<file path="config.mk">
export PLATFORM = sky130hd
export DESIGN_NAME = uart_tx_path
export DESIGN_NICKNAME = d
export VERILOG_FILES = /design/src/rtl/uart_tx_pkg.sv /design/src/rtl/uart_tx_hold.sv /design/src/rtl/uart_tx_shift.sv /design/src/rtl/uart_tx_irq.sv /design/src/rtl/uart_tx_path.sv
export SDC_FILE = /design/constraint.sdc
export NUM_CORES = 1
export LEC_CHECK = 0
export BUFFER_PORTS_ARGS = -buffer_cell sky130_fd_sc_hd__clkbuf_2
export CAP_MARGIN = 20
export CORE_ASPECT_RATIO = 0.75
export CORE_MARGIN = 3
export CORE_UTILIZATION = 54
export DETAILED_ROUTE_END_ITERATION = 8
export GPL_ROUTABILITY_DRIVEN = 1
export PLACE_DENSITY_LB_ADDON = 0.15
export SYNTH_ARGS = -nofsm -noshare
export SYNTH_HDL_FRONTEND = slang
export SYNTH_SLANG_ARGS = --single-unit
</file>
<file path="constraint.sdc">
create_clock -name clk -period 9.28 [get_ports clk]
set_clock_uncertainty 0.15 [all_clocks]
set_input_delay 0.464 -clock clk [delete_from_list [all_inputs] [get_ports clk]]
set_output_delay 0.464 -clock clk [all_outputs]
set_load 0.01 [all_outputs]
</file>
<file path="src/rtl/uart_tx_pkg.sv">
package uart_tx_pkg;

    typedef enum logic [2:0] {
        ST_IDLE,
        ST_START,
        ST_DATA,
        ST_PARITY,
        ST_STOP
    } tx_state_t;

    // Fill level below which the empty interrupt fires in queue mode
    function automatic int trig_level(input logic [1:0] sel);
        case (sel)
            2'd0:    return 1;
            2'd1:    return 4;
            2'd2:    return 8;
            default: return 14;
        endcase
    endfunction

endpackage

</file>
<file path="src/rtl/uart_tx_hold.sv">
module uart_tx_hold #(
    parameter int DEPTH = 16,
    parameter int DW    = 8,
    localparam int AW   = (DEPTH > 1) ? $clog2(DEPTH) : 1,
    localparam int CW   = $clog2(DEPTH + 1)
) (
    input  logic          clk,
    input  logic          rst_n,
    input  logic          fifo_en,
    input  logic          wr_en,
    input  logic [DW-1:0] wr_data,
    input  logic          pop,
    output logic [DW-1:0] rd_data,
    output logic [CW-1:0] count,
    output logic          avail,
    output logic          wr_ok
);

    logic [DW-1:0] mem [DEPTH];
    logic [AW-1:0] wp_q, rp_q;
    logic [CW-1:0] cnt_q;
    logic          mode_q;
    logic          flush;
    logic          do_pop;
    logic [CW-1:0] cap;

    function automatic logic [AW-1:0] bump(input logic [AW-1:0] p);
        return (p == AW'(DEPTH - 1)) ? '0 : p + AW'(1);
    endfunction

    always_comb begin
        flush   = (fifo_en != mode_q);
        cap     = fifo_en ? CW'(DEPTH) : CW'(1);
        wr_ok   = wr_en && !flush && (cnt_q < cap);
        avail   = (cnt_q != '0) && !flush;
        do_pop  = pop && avail;
        rd_data = mem[rp_q];
        count   = cnt_q;
    end

    always_ff @(posedge clk or negedge rst_n) begin
        if (!rst_n) begin
            wp_q   <= '0;
            rp_q   <= '0;
            cnt_q  <= '0;
            mode_q <= 1'b0;
        end else begin
            mode_q <= fifo_en;
            if (flush) begin
                wp_q  <= '0;
                rp_q  <= '0;
                cnt_q <= '0;
            end else begin
                if (wr_ok)  wp_q <= bump(wp_q);
                if (do_pop) rp_q <= bump(rp_q);
                cnt_q <= cnt_q + CW'(wr_ok) - CW'(do_pop);
            end
        end
    end

    always_ff @(posedge clk) begin
        if (wr_ok) mem[wp_q] <= wr_data;
    end

endmodule

</file>
<file path="src/rtl/uart_tx_shift.sv">
module uart_tx_shift
    import uart_tx_pkg::*;
#(
    parameter int DW  = 8,
    parameter int OVS = 16,
    localparam int TW = $clog2(OVS),
    localparam int BW = $clog2(DW)
) (
    input  logic          clk,
    input  logic          rst_n,
    input  logic          tick,
    input  logic          avail,
    input  logic [DW-1:0] din,
    input  logic          par_en,
    input  logic          par_odd,
    output logic          load,
    output logic          busy,
    output logic          line
);

    localparam logic [TW-1:0] LAST_TICK = TW'(OVS - 1);
    localparam logic [BW-1:0] LAST_BIT  = BW'(DW - 1);

    tx_state_t     state_q, state_d;
    logic [TW-1:0] tk_q;
    logic [BW-1:0] bit_q;
    logic [DW-1:0] sr_q;
    logic          par_q, pen_q;
    logic          bit_end;

    assign bit_end = tick && (tk_q == LAST_TICK);
    assign load    = (state_q == ST_IDLE) && avail;
    assign busy    = (state_q != ST_IDLE);

    // next state
    always_comb begin
        state_d = state_q;
        unique case (state_q)
            ST_IDLE:   if (avail)   state_d = ST_START;
            ST_START:  if (bit_end) state_d = ST_DATA;
            ST_DATA:   if (bit_end && bit_q == LAST_BIT)
                           state_d = pen_q ? ST_PARITY : ST_STOP;
            ST_PARITY: if (bit_end) state_d = ST_STOP;
            ST_STOP:   if (bit_end) state_d = ST_IDLE;
            default:   state_d = ST_IDLE;
        endcase
    end

    // state register
    always_ff @(posedge clk or negedge rst_n) begin
        if (!rst_n) state_q <= ST_IDLE;
        else        state_q <= state_d;
    end

    // datapath registers
    always_ff @(posedge clk or negedge rst_n) begin
        if (!rst_n) begin
            tk_q  <= '0;
            bit_q <= '0;
            sr_q  <= '0;
            par_q <= 1'b0;
            pen_q <= 1'b0;
        end else if (load) begin
            tk_q  <= '0;
            bit_q <= '0;
            sr_q  <= din;
            par_q <= (^din) ^ par_odd;
            pen_q <= par_en;
        end else if (tick && busy) begin
            tk_q <= bit_end ? '0 : tk_q + TW'(1);
            if (bit_end && state_q == ST_DATA) begin
                sr_q  <= sr_q >> 1;
                bit_q <= bit_q + BW'(1);
            end
        end
    end

    // outputs
    always_comb begin
        unique case (state_q)
            ST_START:  line = 1'b0;
            ST_DATA:   line = sr_q[0];
            ST_PARITY: line = par_q;
            default:   line = 1'b1;
        endcase
    end

endmodule

</file>
<file path="src/rtl/uart_tx_irq.sv">
module uart_tx_irq
    import uart_tx_pkg::*;
#(
    parameter int CW = 5
) (
    input  logic          clk,
    input  logic          rst_n,
    input  logic          fifo_en,
    input  logic [1:0]    trig_sel,
    input  logic [CW-1:0] count,
    input  logic          pop,
    input  logic          wr_ok,
    input  logic          isr_rd,
    input  logic          irq_en,
    output logic          irq
);

    logic pend_q;
    logic raise;

    always_comb begin
        int c, n, l;
        c = int'(count);
        n = c + int'(wr_ok) - int'(pop);
        l = fifo_en ? trig_level(trig_sel) : 1;
        raise = pop && (((c >= l) && (n < l)) || (n == 0));
    end

    always_ff @(posedge clk or negedge rst_n) begin
        if (!rst_n)                pend_q <= 1'b0;
        else if (raise)            pend_q <= 1'b1;
        else if (isr_rd || wr_ok)  pend_q <= 1'b0;
    end

    assign irq = pend_q && irq_en;

endmodule

</file>
<file path="src/rtl/uart_tx_path.sv">
module uart_tx_path
    import uart_tx_pkg::*;
#(
    parameter int DEPTH = 16,
    parameter int DW    = 8,
    parameter int OVS   = 16,
    localparam int CW   = $clog2(DEPTH + 1)
) (
    input  logic          clk,
    input  logic          rst_n,
    input  logic          baud_tick,
    input  logic          fifo_en,
    input  logic [1:0]    trig_sel,
    input  logic          par_en,
    input  logic          par_odd,
    input  logic          irq_en,
    input  logic          wr_en,
    input  logic [DW-1:0] wr_data,
    input  logic          isr_rd,
    output logic          tx_out,
    output logic          thr_empty,
    output logic          tx_empty,
    output logic          tx_irq
);

    logic [DW-1:0] hold_data;
    logic [CW-1:0] hold_cnt;
    logic          hold_avail;
    logic          hold_wr_ok;
    logic          sh_load;
    logic          sh_busy;

    uart_tx_hold #(.DEPTH(DEPTH), .DW(DW)) u_hold (
        .clk     (clk),
        .rst_n   (rst_n),
        .fifo_en (fifo_en),
        .wr_en   (wr_en),
        .wr_data (wr_data),
        .pop     (sh_load),
        .rd_data (hold_data),
        .count   (hold_cnt),
        .avail   (hold_avail),
        .wr_ok   (hold_wr_ok)
    );

    uart_tx_shift #(.DW(DW), .OVS(OVS)) u_shift (
        .clk     (clk),
        .rst_n   (rst_n),
        .tick    (baud_tick),
        .avail   (hold_avail),
        .din     (hold_data),
        .par_en  (par_en),
        .par_odd (par_odd),
        .load    (sh_load),
        .busy    (sh_busy),
        .line    (tx_out)
    );

    uart_tx_irq #(.CW(CW)) u_irq (
        .clk      (clk),
        .rst_n    (rst_n),
        .fifo_en  (fifo_en),
        .trig_sel (trig_sel),
        .count    (hold_cnt),
        .pop      (sh_load),
        .wr_ok    (hold_wr_ok),
        .isr_rd   (isr_rd),
        .irq_en   (irq_en),
        .irq      (tx_irq)
    );

    assign thr_empty = (hold_cnt == '0);
    assign tx_empty  = thr_empty && !sh_busy;

endmodule

</file>
==> results.md, run 1 <==
- Status: finished, final reports clean
- Average routed wire per standard cell: around 21 µm
- Cell types occupying the most area after synthesis: edfxtp_1 51%, dfrtp_1 12%, mux4_1 6.3%
- Number of iterations in the first detailed-routing pass: 5
- Starting utilization of the core area: 56.4%
- Post-Syn Nets: 529
- CP Buf/Inv Count: 3
- Drt via density: a little under 6
- Commonest cells in the netlist: 128 x edfxtp_1, 38 x nand2_1, 35 x dfrtp_1, 32 x ha_1, 20 x o21ai_0
- Fraction of the yosys area taken by sequential cells: 63.0%
- Critical path endpoint category: register
- Minimum clock period after layout: 4.09 ns
- Most frequent cell after synthesis: edfxtp_1
- Final worst path period share: between 40% and 50%
- Total number of H-tree levels: 4
- Number of cells upsized or downsized after cts: 0
- Horizontal die dimension: approximately 140 µm
- Minimum hold slack: between 0.01 and 0.015 ns
- Chain of cells forming the critical path: inv_1, ha_1, o21ai_0, nand3_1, a21oi_1, ha_1, ha_1, inv_1, ha_1, inv_1, ha_1, a21boi_0, o21a_1, o21a_1, o21a_1, o32ai_1, a21o_1
- Length of routed met2 wiring: 6.67 mm
- Crit path largest cell delay: 0.68 ns
- Sort of element at the start of the critical path: register
- Largest vdd supply drop: 0.144 mV
- Nets: 555
- Final hold viol count: 0
- Clock sink count: 163
- Switch share: 31.3%
- Fraction of synthesized cell area taken by the top area cell type: 51.3%
- Final antenna diode count: 0
- Clock-pin transition on the worst setup and hold timing paths: 0.07 ns
- Setup violations, final: 0
- Final routed wirelength across all metal layers: 14.5 mm
- Warnings, synthesis: 0
- Routability cong.: 0.825
- I/O pin total: 23
- Largest delay contributor family on the critical path: compound AO/OA/AOI/OAI gates
- Initial antenna violation count: 0
- TritonCTS clock tree: done
- Wl on met1: 6.96 mm
- Synthesized area divided by synthesized cell count: 15.7 µm²
- Worst setup margin: 5.19 ns
- Primary FF master, synth: edfxtp_1
- Post-synthesis instance area: 7490 µm²
- Max stage delay cell, worst path: a21oi_1
- Count of distinct cell types in the synthesized netlist: 54
- Fraction of registers with async set/reset: 21.5%
- Part of the power in the clock network: 29.5%
- Final Power: 2.33 mW
- Area Overhead vs Synth: 10.7%
- Worst setup path category: reg -> reg
- Total net switching power: 0.731 mW
- Total met3 wirelength after detailed routing: between 700 and 800 µm
- Number of global-route vias before repair: slightly above 4000
- Pin count of the biggest net entering global routing: 36
- Overall via count from detail_route: about 4000
- Critical Path AT: 4.30 ns
- TritonCTS buffer count: 17
- Largest buffer count on any clock path: 2
- GR Overflow Total: 0
- Pins over their slew limit: 0
- Max_slew headroom: 37.6%
- Clock Root Buffer: clkbuf_16
- Cell taking the most area after synthesis: edfxtp_1
- Standard-cell rows: 36
- Number of inserted filler cells in the final layout: 962
- Flop and latch count out of synthesis: 163
- Buffers on Ports: 22
- Core Region: 13300 µm²
- Power per Cell Area: around 280 nW/µm²
- Max Fanout on Critical Path: 12
- Clock latency reported for the late side of the worst-skew pair: 0.42 ns
- Transition time of the tightest slew-check pin: 0.933 ns
- Count of mapped cells out of synthesis: 477
- Total routing resource utilization after global routing: 20.5%
- Proportion of power drawn by combinational gates: 30.9%
- Hold buffers post-CTS: 0
- Crit path required time: 9.49 ns
- Worst hold path class: in -> async
- Internal power: around 1.6 mW
- Topmost layer with routed signal wires: met4
- Timing-limited maximum frequency: about 240 MHz
- Die footprint: 15300 µm²
- Layout cell share with drive strength beyond 1: about 16%
- Number of nets with antenna violations after detailed routing: 0
- Placed wire-length estimate: around 9.8 mm
- Post-CTS setup repair buffer count: 0
- Worst setup timing slack at the placement stage: 5.15 ns
- RSZ-0062 raised after global routing: no
- Number of enable flip-flop cells after synthesis: around 130
- DRC violations left: 0
- Most prevalent standard cell on the critical path: ha_1
- Total leakage power: 3.09 nW
- First-pass GRT wire length: roughly 23 mm
- Number of maximum-capacitance violations: 0
- Initial DRC Count: 315
- Setup TNS: 0 ns
- Die Y: 108 µm
- Utilization of the core after routing: 62.4%
- Part of the total power dissipated in sequential elements: 39.6%
## final cells by class
class	instances	area (µm²)	area share, %
repair buffers	25	133	1.60
clock inverters	13	151	1.83
well taps	171	214	2.58
clock buffers	19	433	5.22
inverters	17	63.8	0.770
multi-input cells	279	2580	31.1
flip-flops and latches	163	4720	56.9
## worst paths after layout
check / startpoint / end / slack, ns / cells after the start
max reg2reg: u_hold.count[2] / u_irq.pend_q / 5.19 / 17
min in group clk: par_en / u_shift.pen_q / 0.10 / 3
min: rst_n / u_hold.count[2] / 0.01 / 1
max: u_hold.count[2] / u_irq.pend_q / 5.19 / 17
max in group asynchronous: rst_n / u_hold.rp_q[0] / 8.33 / 1
min reg2reg: u_shift.par_q / u_shift.par_q / 0.37 / 2
## cells in the final DEF, fill, tap and decap left out, types with 2 or more instances in the layout
cell,netlist,routed
mux4_2,18,18
clkbuf_2,0,22
buf_4,2,3
nor3b_1,2,2
clkinv_4,0,4
a21oi_1,18,18
nand2_1,38,38
edfxtp_1,128,128
nor2_1,19,19
and2_1,18,18
o21ai_0,20,20
xnor2_1,8,8
nand3b_1,4,4
a31oi_1,2,2
o22ai_1,2,2
or3_1,4,4
mux2i_1,6,6
a211oi_1,2,2
nor2b_1,3,3
ha_1,32,32
and3_1,9,9
dfrtp_1,35,34
nand3_1,11,11
mux2_2,4,4
clkbuf_1,7,2
clkbuf_16,0,17
o31ai_1,2,2
bufinv_16,0,2
a22oi_1,4,4
clkinvlp_4,0,2
mux4_1,18,18
o32ai_1,2,2
inv_6,0,3
o21a_1,3,3
inv_1,16,16
xor2_1,9,9
a21o_1,3,3
## metrics by stage
step,instance area [µm²],std cells
after floorplan,7490,477
after global placement,7710,655
after detailed placement,7710,655
after CTS,8290,687
after global routing,8290,687
final,8290,687
## registers in the layout, summed over array words and instances, names as in the netlist, 3 cells and up
signal,count
u_hold.mem,128
u_shift.sr_q,8
u_hold.count,5
u_hold.rp_q,4
u_hold.wp_q,4
u_shift.tk_q,4
u_shift.bit_q,3
u_shift.state_q,3
## power by group through the flow
stage | registers, mW | clock network (mW) | logic (mW)
2_1_floorplan | 0.894 | 0 | 0.596
3_3_place_gp | 0.934 | 0 | 0.695
3_5_place_dp | 0.938 | 0 | 0.712
4_1_cts | 0.922 | 0.700 | 0.726
5_1_grt | 0.933 | 0.732 | 0.804
6_report | 0.923 | 0.688 | 0.721
## kinds of logic (layout without fill, tap and decap cells)
| logic type | after synthesis | in the layout | share of synthesized area, % |
|---|---|---|---|
| AO/OA/AOI/OAI | 66 | 66 | 5.43 |
| XOR/XNOR | 19 | 19 | 2.51 |
| adder cells (fa/ha/maj) | 33 | 33 | 5.61 |
| buffers and inverters | 35 | 74 | 2.61 |
| flip-flops | 163 | 163 | 63.0 |
| multiplexers | 46 | 46 | 13.1 |
| AND/OR/NAND/NOR | 115 | 115 | 7.72 |
## routing by layer
metal	track usage, %	vias to the layer above
li1	-	1890
met1	31.1	2047
met2	30.8	117
met3	4.42	15
met4	4.86	0
met5	0	-
No activity file was read; power rests on OpenSTA's default activity.
==> inputs of run 2 (changes only) <==
- ABC_AREA: not set -> 1
- clock period: 9.28 -> 3.6 ns (I/O delays scaled with it)
==> run 2 against run 1 <==
Compared with the run above:
- hold slack improved by 0.030 ns
- worst setup slack got worse by 4.8 ns
- count of clock-buffer cells in the layout fell by 2
- highest routed layer unchanged
- largest cell class unchanged
==> results.md, run 2 <==
- Length of routed met2 wiring: 8.16 mm (was 6.67 mm)
- Nets: 939 (was 555)
- Final routed wirelength across all metal layers: 18.3 mm (was 14.5 mm)
- Starting utilization of the core area: 55.6% (was 56.4%)
- Wl on met1: 8.64 mm (was 6.96 mm)
- Most frequent cell after synthesis: nand2_1 (was edfxtp_1)
- Layout cell share with drive strength beyond 1: 9.44% (was 15.9%)
- Overall via count from detail_route: 5844 (was 4069)
- Number of inserted filler cells in the final layout: 1269 (was 962)
- Core Region: 14500 µm² (was 13300 µm²)
- Cell area after layout: 8950 µm² (was 8290 µm²)
- Minimum hold slack: 0.0446 ns (was 0.0149 ns)
- Most used cells in the layout excluding fill and tap cells: 218 x nand2_1, 128 x edfxtp_1, 121 x inv_1 (was 128 x edfxtp_1, 38 x nand2_1, 34 x dfrtp_1)
- Number of flip-flops in the largest register: 128 (unchanged)
- Final antenna diode count: 0 (unchanged)
- Seq. cell area: 4720 µm² (unchanged)
- Commonest non-fill, non-tap cell in the layout: nand2_1 (was edfxtp_1)
- Setup violations, final: 0 (unchanged)
- Placed wire-length estimate: 11.9 mm (was 9.81 mm)
- Fraction of synthesized cell area taken by the top area cell type: 47.5% (was 51.3%)
- Flop and latch count out of synthesis: 163 (unchanged)
- Commonest cells in the netlist: 218 x nand2_1, 128 x edfxtp_1, 122 x inv_1, 99 x nor2_1, 73 x nand3_1 (was 128 x edfxtp_1, 38 x nand2_1, 35 x dfrtp_1, 32 x ha_1, 20 x o21ai_0)
- Setup TNS: 0 ns (unchanged)
- Synthesized area divided by synthesized cell count: 9.47 µm² (was 15.7 µm²)
- GR Overflow Total: 0 (unchanged)
- Synthesized-area fraction occupied by adder cells: 5.20% (was 5.61%)
- Primary FF master, synth: edfxtp_1 (unchanged)
- Initial DRC Count: 519 (was 315)
- Number of nets with antenna violations after detailed routing: 0 (unchanged)
- Max Fanout on Critical Path: 7 (was 12)
- RSZ-0062 raised after global routing: no (unchanged)
- Total routing resource utilization after global routing: 23.3% (was 20.5%)
- DRC violations left: 0 (unchanged)
- Standard-cell rows: 38 (was 36)
- Drt via density: 5.31 (was 5.92)
- Clock Root Buffer: clkbuf_16 (unchanged)
- Total met3 wirelength after detailed routing: 1.20 mm (was 719 µm)
- Count of mapped cells out of synthesis: 854 (was 477)
- Critical path endpoint category: register (unchanged)
- Power per Cell Area: 677 nW/µm² (was 281 nW/µm²)
- First-pass GRT wire length: 29.3 mm (was 23.3 mm)
- Buffers on Ports: 22 (unchanged)
- Clock latency reported for the late side of the worst-skew pair: 0.43 ns (was 0.42 ns)
- Die footprint: 16500 µm² (was 15300 µm²)
- Count of distinct cell types in the synthesized netlist: 35 (was 54)
- Area Overhead vs Synth: 10.7% (about the same)
- Clock sink count: 163 (unchanged)
- Number of global-route vias before repair: 5583 (was 4118)
- Largest vdd supply drop: 0.380 mV (was 0.144 mV)
- Cell types occupying the most area after synthesis: edfxtp_1 48%, dfrtp_1 11%, nand2_1 10% (was edfxtp_1 51%, dfrtp_1 12%, mux4_1 6.3%)
- Routability cong.: 0.848 (was 0.825)
- Die Y: 112 µm (was 108 µm)
- Critical Path AT: 3.43 ns (was 4.30 ns)
- Multiplexer share of the synthesized area: 0% (was 13.1%)
- Final worst path period share: 89.4%
- TritonCTS buffer count: 17 (unchanged)
- Average routed wire per standard cell: 16.6 µm (was 21.1 µm)
- Status: finished, final reports clean (unchanged)
- Minimum clock period after layout: around 3.2 ns
- Number of maximum-capacitance violations: 0 (unchanged)
- Fraction of the yosys area taken by sequential cells: 58.3% (was 63.0%)
- Number of iterations in the first detailed-routing pass: 5 (unchanged)
- Worst hold path class: in -> reg (was in -> async)
- Initial antenna violation count: 0 (unchanged)
- Pin count of the biggest net entering global routing: 64 (was 36)
- Fraction of registers with async set/reset: 21.5% (unchanged)
- Number of enable flip-flop cells after synthesis: 128 (unchanged)
- TritonCTS clock tree: done (unchanged)
- XOR/XNOR share of the synthesized area: 0.974% (was 2.51%)
- Dominant combinational cell family by area after synthesis: simple AND/OR/NAND/NOR gates (was multiplexers)
- Register bank with the most flops: u_hold.mem (unchanged)
- Pins over their slew limit: 0 (unchanged)
- Multi-input gate area in the final layout: 2680 µm² (was 2580 µm²)
- Crit path required time: 3.82 ns (was 9.49 ns)
- Post-synthesis instance area: 8090 µm² (was 7490 µm²)
- Total number of H-tree levels: 4 (unchanged)
- Post-Syn Nets: 906 (was 529)
- Final hold viol count: 0 (unchanged)
- Largest buffer count on any clock path: 2 (unchanged)
- Transition time of the tightest slew-check pin: 0.936 ns (was 0.933 ns)
- Compound-Gate Fraction of Synth Area: 6.05% (was 5.43%)
- Worst setup path category: in -> reg (was reg -> reg)
- Total leakage power: 3.98 nW (was 3.09 nW)
- I/O pin total: 23 (unchanged)
- Cell taking the most area after synthesis: edfxtp_1 (unchanged)
- Clock-pin transition on the worst setup and hold timing paths: 0.07 ns (about the same)
- Max_slew headroom: 37.6% (about the same)
- Post-synthesis simple-gate area fraction: 20.7% (was 7.72%)
- Topmost layer with routed signal wires: met4 (unchanged)
- Timing-limited maximum frequency: a little over 300 MHz
- Placed standard-cell area: 8310 µm² (was 7710 µm²)
- Sort of element at the start of the critical path: primary input (was register)
- Warnings, synthesis: 0 (unchanged)
- Horizontal die dimension: 147 µm (was 142 µm)
## run 2: area by class of cell
type,instances,share of cell area (%)
clock buffer,17,4.75
clock inverter,15,1.65
inverter,125,5.30
tap,200,2.80
timing repair buffer,40,2.88
multi-input combinational,540,29.9
sequential,163,52.7
## run 2: cell families after synthesis
group | after synthesis
flops | 163
fa+ha+maj | 33
compound gates | 89
xor+xnor | 9
buf+inv | 151
simple gates | 409
## run 2: timing repair
item,CTS,global route
hold endpoints to repair,41,0
endpoints found under the setup margin,0,1
hold buffers,5,0
buffers inserted,0,1
resized for setup,0,3
## run 2: where the power goes
group,total [mW],internal [mW],switching [mW],leakage (nW)
combinational,1.96,0.658,1.30,2.10
sequential,2.33,2.20,0.139,1.60
clock,1.77,0.970,0.797,0.273
## run 2: metal layers
layer	up-vias	global-route usage, %
met4	0	7.45
met5	-	0
li1	2847	-
met2	164	35.0
met1	2814	34.1
met3	19	5.33
## run 2: critical path, stage by stage
cell and delay [ns]:
dlygate4sd3_1 0.53, clkbuf_2 0.17, xor2_1 0.36, inv_1 0.10, nand3_1 0.13, inv_2 0.05, ha_1 0.21, ha_2 0.20
xor2_2 0.19, nor2_1 0.06, nand2_1 0.09, xor2_1 0.21, ha_1 0.28, a21oi_1 0.15, o21ai_0 0.09, nand2_1 0.09
inv_1 0.04, o21ai_0 0.13, nand3_1 0.10, nand2_1 0.07
## run 2: worst paths after layout
kind | cells after the start | start | endpoint | slack [ns]
worst min register to register | 1 | u_shift.bit_q[0] | u_shift.bit_q[0] | 0.33
worst min-delay path | 1 | wr_data[3] | u_hold.mem[1][3] | 0.04
worst max register to register | 20 | u_hold.count[1] | u_irq.pend_q | 0.38
worst max-delay path | 20 | fifo_en | u_irq.pend_q | 0.38
max in group asynchronous | 2 | rst_n | u_hold.rp_q[0] | 2.38
min in group asynchronous | 2 | rst_n | u_shift.bit_q[1] | 0.27
## run 2: metrics by stage
stage / power [mW] / util (%) / instances / worst slack, ns
2_1_floorplan: 3.87 / - / 854 / 0.485
3_3_place_gp: 4.21 / 57.1 / 1062 / 0.320
3_5_place_dp: 4.29 / 57.1 / 1062 / 0.197
4_1_cts: 6.06 / 61.4 / 1099 / 0.174
5_1_grt: 6.47 / 61.5 / 1100 / 0.0559
6_report: 6.06 / 61.5 / 1100 / 0.381
==> inputs of run 3 (changes only) <==
- clock period: 3.6 -> 3.3 ns (I/O delays scaled with it)
==> run 3 against run 2 <==
Compared with the run above:
- core utilization increased by 0.48 points
- global-route usage decreased by 0.12 points
- worst setup slack got worse by 0.14 ns
- sequential power increased by 8%
- critical endpoint unchanged
- highest routed layer unchanged
==> results.md, run 3 (synthesized netlist as in run 2, its figures left out) <==
- Initial antenna violation count: 0 (unchanged)
- Horizontal die dimension: 147 µm (unchanged)
- Nets: 950 (was 939)
- Largest buffer count on any clock path: 2 (unchanged)
- Number of global-route vias before repair: 5550 (was 5583)
- Max_slew headroom: 41.6% (was 37.6%)
- DRC violations left: 0 (unchanged)
- Die footprint: 16500 µm² (unchanged)
- Critical Path AT: 3.23 ns (was 3.43 ns)
- Starting utilization of the core area: 55.6% (unchanged)
- Overall via count from detail_route: 5824 (was 5844)
- Total leakage power: 4.03 nW (was 3.98 nW)
- Total routing resource utilization after global routing: 23.2% (was 23.3%)
- Drt via density: 5.25 (was 5.31)
- Sort of element at the start of the critical path: primary input (unchanged)
- Setup violations, final: 0 (unchanged)
- Minimum clock period after layout: 3.06 ns
- Pins over their slew limit: 0 (unchanged)
- Final hold viol count: 0 (unchanged)
- Worst-case register-to-register setup slack: 0.24 ns (was 0.38 ns)
- Area Overhead vs Synth: 11.5% (was 10.7%)
- # placed instances: 1072 (was 1062)
- Status: finished, final reports clean (unchanged)
- Met1 demand-to-capacity share in global routing: 34.6% (was 34.1%)
- Final routed wirelength across all metal layers: 18.1 mm (was 18.3 mm)
- Worst setup path category: in -> reg (unchanged)
- Number of nets with antenna violations after detailed routing: 0 (unchanged)
- Max Fanout on Critical Path: 7 (unchanged)
- Clock Root Buffer: clkbuf_16 (unchanged)
- TritonCTS clock tree: done (unchanged)
- Number of flip-flops in the largest register: 128 (unchanged)
- Met3 demand-to-capacity share in global routing: 4.48% (was 5.33%)
- Transition time of the tightest slew-check pin: 0.875 ns (was 0.936 ns)
- Worst hold path class: in -> reg (unchanged)
- Layout cell share with drive strength beyond 1: 10.2% (was 9.44%)
- Final worst path period share: 92.7%
- Clock-pin transition on the worst setup and hold timing paths: 0.06 ns (was 0.07 ns)
- Number of inserted filler cells in the final layout: 1202 (was 1269)
- Total number of H-tree levels: 4 (unchanged)
- Die Y: 112 µm (unchanged)
- TritonCTS buffer count: 17 (unchanged)
- GR Overflow Total: 0 (unchanged)
- Crit path required time: 3.47 ns (was 3.82 ns)
- Most used cells in the layout excluding fill and tap cells: 217 x nand2_1, 128 x edfxtp_1, 120 x inv_1 (was 218 x nand2_1, 128 x edfxtp_1, 121 x inv_1)
- Timing-limited maximum frequency: 327 MHz
- Met2 track demand over resource in global routing: 34.4% (was 35.0%)
- Buffers on Ports: 22 (unchanged)
- Final antenna diode count: 0 (unchanged)
- First-pass GRT wire length: 29.3 mm (about the same)
- Initial DRC Count: 650 (was 519)
- Largest vdd supply drop: 0.510 mV (was 0.380 mV)
- Clock latency reported for the late side of the worst-skew pair: 0.43 ns (about the same)
- Power per Cell Area: 730 nW/µm² (was 677 nW/µm²)
- Routability cong.: 0.829 (was 0.848)
- Number of iterations in the first detailed-routing pass: 5 (unchanged)
- Number of maximum-capacitance violations: 0 (unchanged)
- Non-filler cells in the finished layout: 1110 (was 1100)
- Clock sink count: 163 (unchanged)
- Core Region: 14500 µm² (unchanged)
- Busiest layer in global routing: met1 (was met2)
- I/O pin total: 23 (unchanged)
- Register bank with the most flops: u_hold.mem (unchanged)
- Commonest non-fill, non-tap cell in the layout: nand2_1 (unchanged)
- RSZ-0062 raised after global routing: no (unchanged)
- Placed wire-length estimate: 11.6 mm (was 11.9 mm)
- Setup TNS: 0 ns (unchanged)
- Critical path endpoint category: register (unchanged)
- Average routed wire per standard cell: 16.3 µm (was 16.6 µm)
- Standard-cell rows: 38 (unchanged)
- Pin count of the biggest net entering global routing: 64 (unchanged)
==> run 3: final cells by class <==
type | count | area, µm² | area share [%]
tap | 200 | 250 | 2.77
sequential | 163 | 4720 | 52.3
inverter | 125 | 474 | 5.26
timing repair buffer | 51 | 340 | 3.77
clock buffer | 19 | 433 | 4.80
multi-input combinational | 540 | 2690 | 29.8
clock inverter | 12 | 115 | 1.28
==> run 3: worst max-delay path, stage by stage <==
cell and delay (ns):
dlygate4sd3_1 0.53, clkbuf_2 0.17, inv_1 0.06, ha_1 0.27, nand2_1 0.05, nand3_1 0.09, inv_1 0.07, ha_2 0.19
ha_2 0.33, inv_1 0.04, ha_1 0.18, inv_1 0.08, xor2_1 0.14, inv_1 0.07, ha_1 0.28, nand2_1 0.04
o21ai_0 0.15, nand2_1 0.07, inv_1 0.06, o21ai_0 0.07, nand3_1 0.07, nand2_1 0.05
==> run 3: worst paths after layout <==
check	start	to	cells after the start
setup reg to reg	u_hold.count[1]	u_irq.pend_q	22
min in group asynchronous	rst_n	u_shift.sr_q[4]	2
hold reg to reg	u_shift.bit_q[0]	u_shift.bit_q[0]	1
hold / removal	par_odd	u_shift.par_q	5
max in group asynchronous	rst_n	u_hold.rp_q[0]	2
setup / recovery	fifo_en	u_irq.pend_q	22
==> run 3: per-stage QoR <==
| stage | area [µm²] | hold WS [ns] | worst slack (ns) | total power, mW | util, % |
|---|---|---|---|---|---|
| 3_3_place_gp | 8390 | 0.175 | 0.193 | 4.60 | 57.6 |
| 5_1_grt | 9020 | 0.0580 | 0.00474 | 7.05 | 62.0 |
| 3_5_place_dp | 8390 | 0.182 | 0.191 | 4.67 | 57.6 |
| 6_report | 9020 | 0.0345 | 0.240 | 6.59 | 62.0 |
| 4_1_cts | 8980 | 0.0273 | 0.147 | 6.56 | 61.7 |
| 2_1_floorplan | 8090 | -0.281 | 0.185 | 4.22 | - |
==> run 3: where the power goes <==
group	switching (mW)	internal, mW
Clock	0.783	1.10
Sequential	0.122	2.40
Combinational	1.44	0.743
==> run 3: timing repair <==
item                                   in CTS  in global routing
hold buffers                                5                  0
resized for setup                           0                  7
buffers inserted                            0                  2
setup endpoints to repair                   0                  1
endpoints found under the hold margin      41                  0
==> run 3: routing by layer <==
layer	routed length, µm	vias up	share of wire [%]
met5	0	-	0
met4	280	0	1.6
met3	1250	22	6.9
met2	8030	200	44
met1	8490	2732	47
li1	-	2870	-
